$ cat src/rtl/bcd_time_pkg.sv
package bcd_time_pkg;
  localparam int DIGIT_W = 4;
  localparam int UNITS_LAST = 9;
  localparam int SIXTY_TENS_LAST = 5;
  localparam int HOUR_TENS_LAST = 2;
  localparam int HOUR_UNITS_AT_TOP = 3;

  typedef logic [DIGIT_W-1:0] bcd_digit_t;

  typedef struct packed {
    bcd_digit_t tens;
    bcd_digit_t units;
  } bcd_pair_t;
endpackage

$ cat src/rtl/bcd_mod_digit.sv
module bcd_mod_digit #(
  parameter int W    = 4,
  parameter int LAST = 9
) (
  input  logic         clk,
  input  logic         rst,
  input  logic         inc,
  output logic [W-1:0] q,
  output logic         wrap
);
  localparam logic [W-1:0] LAST_V = W'(LAST);
  localparam logic [W-1:0] ONE_V  = W'(1);

  logic at_last;
  assign at_last = (q == LAST_V);
  assign wrap    = inc && at_last;

  always_ff @(posedge clk) begin
    if (rst) begin
      q <= '0;
    end else if (inc) begin
      q <= at_last ? '0 : q + ONE_V;
    end
  end
endmodule

$ cat src/rtl/bcd_sixty_pair.sv
module bcd_sixty_pair
  import bcd_time_pkg::*;
(
  input  logic       clk,
  input  logic       rst,
  input  logic       inc,
  output bcd_digit_t tens,
  output bcd_digit_t units,
  output logic       wrap
);
  logic units_wrap;

  bcd_mod_digit #(.W(DIGIT_W), .LAST(UNITS_LAST)) u_units (
    .clk (clk),
    .rst (rst),
    .inc (inc),
    .q   (units),
    .wrap(units_wrap)
  );

  bcd_mod_digit #(.W(DIGIT_W), .LAST(SIXTY_TENS_LAST)) u_tens (
    .clk (clk),
    .rst (rst),
    .inc (units_wrap),
    .q   (tens),
    .wrap(wrap)
  );
endmodule

$ cat src/rtl/bcd_hour_pair.sv
module bcd_hour_pair
  import bcd_time_pkg::*;
(
  input  logic       clk,
  input  logic       rst,
  input  logic       inc,
  output bcd_digit_t tens,
  output bcd_digit_t units
);
  localparam bcd_digit_t TENS_TOP   = DIGIT_W'(HOUR_TENS_LAST);
  localparam bcd_digit_t UNITS_TOP  = DIGIT_W'(HOUR_UNITS_AT_TOP);
  localparam bcd_digit_t UNITS_LASTV = DIGIT_W'(UNITS_LAST);
  localparam bcd_digit_t ONE_V      = DIGIT_W'(1);

  logic day_end;
  logic units_end;

  assign day_end   = (tens == TENS_TOP) && (units == UNITS_TOP);
  assign units_end = (units == UNITS_LASTV);

  always_ff @(posedge clk) begin
    if (rst) begin
      tens  <= '0;
      units <= '0;
    end else if (inc) begin
      if (day_end) begin
        tens  <= '0;
        units <= '0;
      end else if (units_end) begin
        tens  <= tens + ONE_V;
        units <= '0;
      end else begin
        units <= units + ONE_V;
      end
    end
  end
endmodule

$ cat src/rtl/bcd_timekeeper.sv
module bcd_timekeeper
  import bcd_time_pkg::*;
(
  input  logic                clk,
  input  logic                rst,
  input  logic                tick_en,
  input  logic                set_min_btn,
  input  logic                set_hr_btn,
  output logic [DIGIT_W-1:0]  hr_tens,
  output logic [DIGIT_W-1:0]  hr_units,
  output logic [DIGIT_W-1:0]  min_tens,
  output logic [DIGIT_W-1:0]  min_units,
  output logic [DIGIT_W-1:0]  sec_tens,
  output logic [DIGIT_W-1:0]  sec_units
);
  logic setting;
  logic sec_wrap;
  logic min_wrap;
  logic min_inc;
  logic hr_inc;

  assign setting = set_min_btn || set_hr_btn;

  bcd_sixty_pair u_sec (
    .clk  (clk),
    .rst  (rst),
    .inc  (tick_en),
    .tens (sec_tens),
    .units(sec_units),
    .wrap (sec_wrap)
  );

  // Manual set replaces the seconds carry; a set wrap never ripples upward.
  assign min_inc = tick_en && (set_min_btn || (sec_wrap && !setting));

  bcd_sixty_pair u_min (
    .clk  (clk),
    .rst  (rst),
    .inc  (min_inc),
    .tens (min_tens),
    .units(min_units),
    .wrap (min_wrap)
  );

  assign hr_inc = tick_en && (set_hr_btn || (min_wrap && !setting));

  bcd_hour_pair u_hr (
    .clk  (clk),
    .rst  (rst),
    .inc  (hr_inc),
    .tens (hr_tens),
    .units(hr_units)
  );
endmodule

$ cat config.mk
export PLATFORM = sky130hd
export DESIGN_NAME = bcd_timekeeper
export DESIGN_NICKNAME = d
export VERILOG_FILES = /design/src/rtl/bcd_time_pkg.sv /design/src/rtl/bcd_mod_digit.sv /design/src/rtl/bcd_sixty_pair.sv /design/src/rtl/bcd_hour_pair.sv /design/src/rtl/bcd_timekeeper.sv
export SDC_FILE = /design/constraint.sdc
export NUM_CORES = 1
export LEC_CHECK = 0
export ABC_AREA = 1
export CAP_MARGIN = 20
export CORE_MARGIN = 2
export CORE_UTILIZATION = 30
export CTS_BUF_LIST = sky130_fd_sc_hd__clkbuf_2 sky130_fd_sc_hd__clkbuf_4 sky130_fd_sc_hd__clkbuf_8
export CTS_CLUSTER_SIZE = 10
export DETAILED_ROUTE_END_ITERATION = 16
export PLACE_DENSITY = 0.62
export SETUP_SLACK_MARGIN = 0.02
export SLEW_MARGIN = 25
export SYNTH_ARGS = -nofsm -noshare
export SYNTH_HDL_FRONTEND = slang
export SYNTH_SLANG_ARGS = --single-unit
$ cat constraint.sdc
create_clock -name clk -period 1.9 [get_ports clk]
set_input_delay 0.38 -clock clk [delete_from_list [all_inputs] [get_ports clk]]
set_output_delay 0.38 -clock clk [all_outputs]
set_load 0.05 [all_outputs]
# Yosys cells after proc, flatten, opt, wreduce, memory -nomap -nowiden
# Index checks and enable logic that the tools add are counted.
totals:
  ff_bits: 24
  in_bits: 5
  word_cells: 42
classes:
  n_addsub: 6
  eq_ne: 7
  mux: 8
  reduce_logical: 15
op_table:
  columns: ["operator", "count"]
  rows:
  - ["4-bit 2-to-1 mux", 8]
  - ["4-bit by 1-bit adder with 4-bit output, second input constant", 6]
  - ["4-bit equality test, second input constant", 3]
  - ["1-bit logical AND", 9]
  - ["4-bit by 2-bit equality test with 1-bit output, second input constant", 2]
  - ["4-bit by 3-bit equality test with 1-bit output, second input constant", 2]
  - ["1-bit logical OR", 3]
  - ["2-bit AND reduction", 1]
  - ["2-bit nonzero test", 1]
  - ["1-bit zero test", 1]

# Logic depth before layout (Yosys ltp)
logic_depth:
  ltp_word: 12
  ltp_mapped: 10
  ltp_nobuf: 10

# Cells and area by module
# Synthesis repeated with hierarchy kept, for this count alone.
hier_totals:
  hier_cells: 183
  hier_area_um2: 1262.5
modules_own_cells:
  columns: ["mod", "n_inst", "cells_per_inst", "area_each_um2", "seq_area_each_um2"]
  rows:
  - ["bcd_hour_pair", 1, 66, 485.5, 160.2]
  - ["bcd_mod_digit at u_min.u_tens ...", 2, 28, 188.9, 80.1]
  - ["bcd_mod_digit at u_min.u_units ...", 2, 27, 185.2, 80.1]
  - ["bcd_timekeeper", 1, 7, 28.8, 0.0]

# Least setup slack after synthesis
# No wires, ideal clock.
synth_timing:
  path_kind: "register to register"
  start: "reg u_hr.units[0]"
  end: "reg u_hr.tens[0]"
  setup_ps: 113
  arrival_ps: 1718
  slack_ps: 68
  path_stages_with_launch: 9
  path_buffers: 0
  period_less_slack_ps: 1832
  cell_sequence: "dfxtp_1 ha_1 nand2_1 nor3_1 nand3_1 nand2_1 nand3_2 nor2_1 nor2_1"
synth_via:
  elab_chain_cells: 4
  elab_cells_between_ends: 6
synth_rtl:
  columns: ["element", "line", "source"]
  rows:
  - ["start: declaration", "bcd_hour_pair.sv:8", "output bcd_digit_t units"]
  - ["start signal: assignment", "bcd_hour_pair.sv:33", "units <= units + ONE_V;"]
  - ["4-bit by 2-bit equality test with 1-bit output", "bcd_hour_pair.sv:18", "assign day_end = (tens == TENS_TOP) && (units == UNITS_TOP);"]
  - ["1-bit logical AND", "bcd_hour_pair.sv:18", null]
  - ["2-bit nonzero test (no source line)", null, null]
  - ["2-bit AND reduction (no source line)", null, null]
  - ["end signal: assignment", "bcd_hour_pair.sv:30", "tens <= tens + ONE_V;"]
  - ["end: declaration", "bcd_hour_pair.sv:7", "output bcd_digit_t tens,"]
# Parallel ways exist; a longest one is shown, timed or not.
# A chain may end at the register's enable or synchronous reset.

# Final worst setup path
layout_timing:
  start: "reg u_min.u_units.q[1]"
  end: "out min_units[1]"
layout_lines:
  columns: ["element", "line", "source"]
  rows:
  - ["start: declaration", "bcd_mod_digit.sv:8", "output logic [W-1:0] q,"]
  - ["start signal: assignment", "bcd_mod_digit.sv:22", "q <= at_last ? '0 : q + ONE_V;"]
  - ["end: declaration", "bcd_timekeeper.sv:12", "output logic [DIGIT_W-1:0] min_units,"]
# No word-level cell between the ends.

==> flow_metrics.py <==
metrics = {
    "sta": {
        "hold_viol_final": 0,
        "setup_viol": 0,
        "rsz0062_at_grt": "no",
        "fmax_mhz": 561,
        "slew_headroom_pct": 67.2,
        "fin_setup_tns_ns": 0,
        "drv_slew": 0,
        "min_period_ns": 1.78,
        "whs_ns": 0.482,
        "tightest_slew_ns": 0.490,
        "period_share_pct": 93.9,
        "finClkSkew_ns": 0.00599,
    },
    "logic_synthesis": {
        "syn_nets": 187,
        "synth_ff_type": "dfxtp_1",
        "ys_types": 25,
        "netlist_area_um2": 1230,
        "synth_cells": 178,
        "syn_avg_cell_area_um2": 6.90,
        "yosys_warnings": 0,
        "ys_seq_elements": 24,
        "synth_edf_count": 0,
        "yosysSeqAreaShare_pct": 39.1,
        "async_flop_share_pct": 0,
    },
    "route": {
        "drc": 0,
        "wl_per_cell_um": 9.48,
        "wl_um": 2560,
        "dr_total_vias": 1151,
        "via_per_inst": 4.26,
        "ant_nets": 0,
        "drt_first_pass_iters": 4,
        "drt_iter0_drc": 53,
    },
    "worst_setup_path": {
        "critPathMaxStageDelay_ns": 0.80,
        "crit_slowest_cell": "clkdlybuf4s50_1",
        "reg2regPathDepth": 8,
        "path_delay_family": "buffers and inverters",
        "path_class": "reg2out",
        "path_cells": "clkdlybuf4s50_1",
        "cp_max_fo": 2,
        "cp.arrival_ns": 1.40,
        "startpoint_type": "register",
        "path_buf_inv": 1,
        "path_depth": 1,
        "required_ns": 1.52,
        "endpoint_kind": "output pin",
    },
    "job": {
        "max-cap-violations": 0,
    },
    "cells_and_area": {
        "area_growth_pct": 34.7,
        "final_cells": 270,
        "nFillCells": 421,
        "nNetsFinal": 230,
        "n_antenna_cell": 0,
        "design_area_um2": 1650,
        "drive_gt1_share_pct": 20.9,
        "multi_input_area_um2": 631,
        "seq_area_um2": 480,
    },
    "global_route": {
        "antenna_found_initial": 0,
        "grt_pass1_wl_um": 4270,
        "gr-total-overflow": 0,
        "track_usage_pct": 12.3,
        "grt_pass1_vias": 968,
        "grt_max_degree": 14,
    },
    "placement": {
        "dp_cells": 266,
        "hpwlAfterDp_um": 1970,
        "placed_cell_area_um2": 1600,
        "port_buffers": 28,
        "place.gp.congestion": 0.833,
    },
    "cts": {
        "cts_hold_buffers": 0,
        "cts_resized": 0,
        "clock_latency_ns": 0.27,
        "clkTransAtPathRegs_ns": 0.09,
        "cts.sinks": 24,
        "post-cts-setup-buffer-count": 0,
        "cts-buffers-inserted": 3,
        "clock_path_buffers": 2,
        "cts_root_buf": "clkbuf_8",
        "cts-htree-levels": 1,
        "cts_tree": "done",
    },
    "die": {
        "die_y_um": 68.0,
        "core-area_um2": 3970,
        "dieArea_um2": 4620,
        "fp.dieW_um": 68.0,
        "io_pins": 29,
        "start_util_pct": 30.9,
        "row_count": 23,
    },
    "worst_hold_path": {
        "min_path_type": "reg2reg",
        "hold_depth": 2,
    },
    "outcome": {
        "status": "finished, final reports clean",
    },
    "pwr": {
        "leakagePower_nw": 0.787,
        "power.density_nw_per_um2": 606,
        "ir_drop_mv": 0.294,
        "p_total_w": 0.00100,
    },
}
[metrics by stage]
step | utilization, % | setup slack [ns]
final | 41.6 | 0.116
after floorplan | - | 0.0683
after global routing | 41.6 | 0.0205
after global placement | 40.2 | -0.0475
after CTS | 41.6 | 0.0985
after detailed placement | 40.2 | -0.0691
[registers in the layout, indices dropped and copies added, names as in the netlist]
register         count
u_hr.tens            4
u_hr.units           4
u_min.u_tens.q       4
u_min.u_units.q      4
u_sec.u_tens.q       4
u_sec.u_units.q      4
[cells by family (layout without fill, tap and decap cells)]
kind of cell               Yosys count  in the layout  share of synthesized area, %
xor gates and xnor gates             6              6                          4.28
AOI/OAI and AO/OA                   23             23                          11.8
and+or+nand+nor                     90             90                          31.2
adders and majority gates            4              4                          4.08
DFF                                 24             24                          39.1
buffers and inverters               31             73                          9.48
[layout make-up]
type                       instances  share of cell area (%)
multi-input combinational        123                    38.2
sequential                        24                    29.1
timing repair buffer              40                    19.1
clock buffer                       4                    3.33
inverter                          29                    6.59
tap                               50                    3.79
[layout by cell type, fill, tap and decap left out, drive strengths merged]
cell            n
nand4           2
a21oi           8
buf            34
nand3b          1
a31oi           1
a211oi          1
o32ai           1
nand2          41
o211ai          1
xor2            5
clkbuf          4
and3            1
xnor2           1
clkdlybuf4s50   6
dfxtp          24
inv            29
a21boi          1
nor3            3
o21bai          1
nor2           34
o21ai           9
ha              4
nand3           8
[where the power goes]
group          internal (W)  leakage (nW)  switching, W
sequential         0.000513         0.195    0.00000988
combinational     0.0000502         0.564     0.0000793
clock              0.000185        0.0288      0.000165
total              0.000748         0.787      0.000254
[synth_stat cells (all sizes together) (2+ instances only)]
cell type / instances / area, um^2
nand3: 8 / 50.1
nand4: 2 / 12.5
clkbuf: 2 / 7.51
inv: 29 / 109
ha: 4 / 50.1
nor2: 34 / 130
nor3: 3 / 15.0
a21oi: 8 / 40.0
o21ai: 9 / 45.0
xor2: 5 / 43.8
dfxtp: 24 / 480
nand2: 41 / 161
[path summary, 6_finish.rpt]
check	startpoint	slack, ns	endpoint
hold reg to reg	u_min.u_tens.q[3]	0.48	u_min.u_tens.q[3]
hold / removal	u_min.u_tens.q[3]	0.48	u_min.u_tens.q[3]
setup / recovery	u_min.u_units.q[1]	0.12	min_units[1]
setup reg to reg	u_hr.units[1]	0.31	u_hr.tens[3]
[routing by layer]
metal  vias to the layer above  track usage (%)  routed length [um]
met2                        17             18.2                1140
met5                         -                0                   0
met4                         0             6.75                  55
met3                         5             2.14                  88
met1                       492             16.9                1270
li1                        637                -                   -
Note: power is estimated with default switching activity, not from simulation.
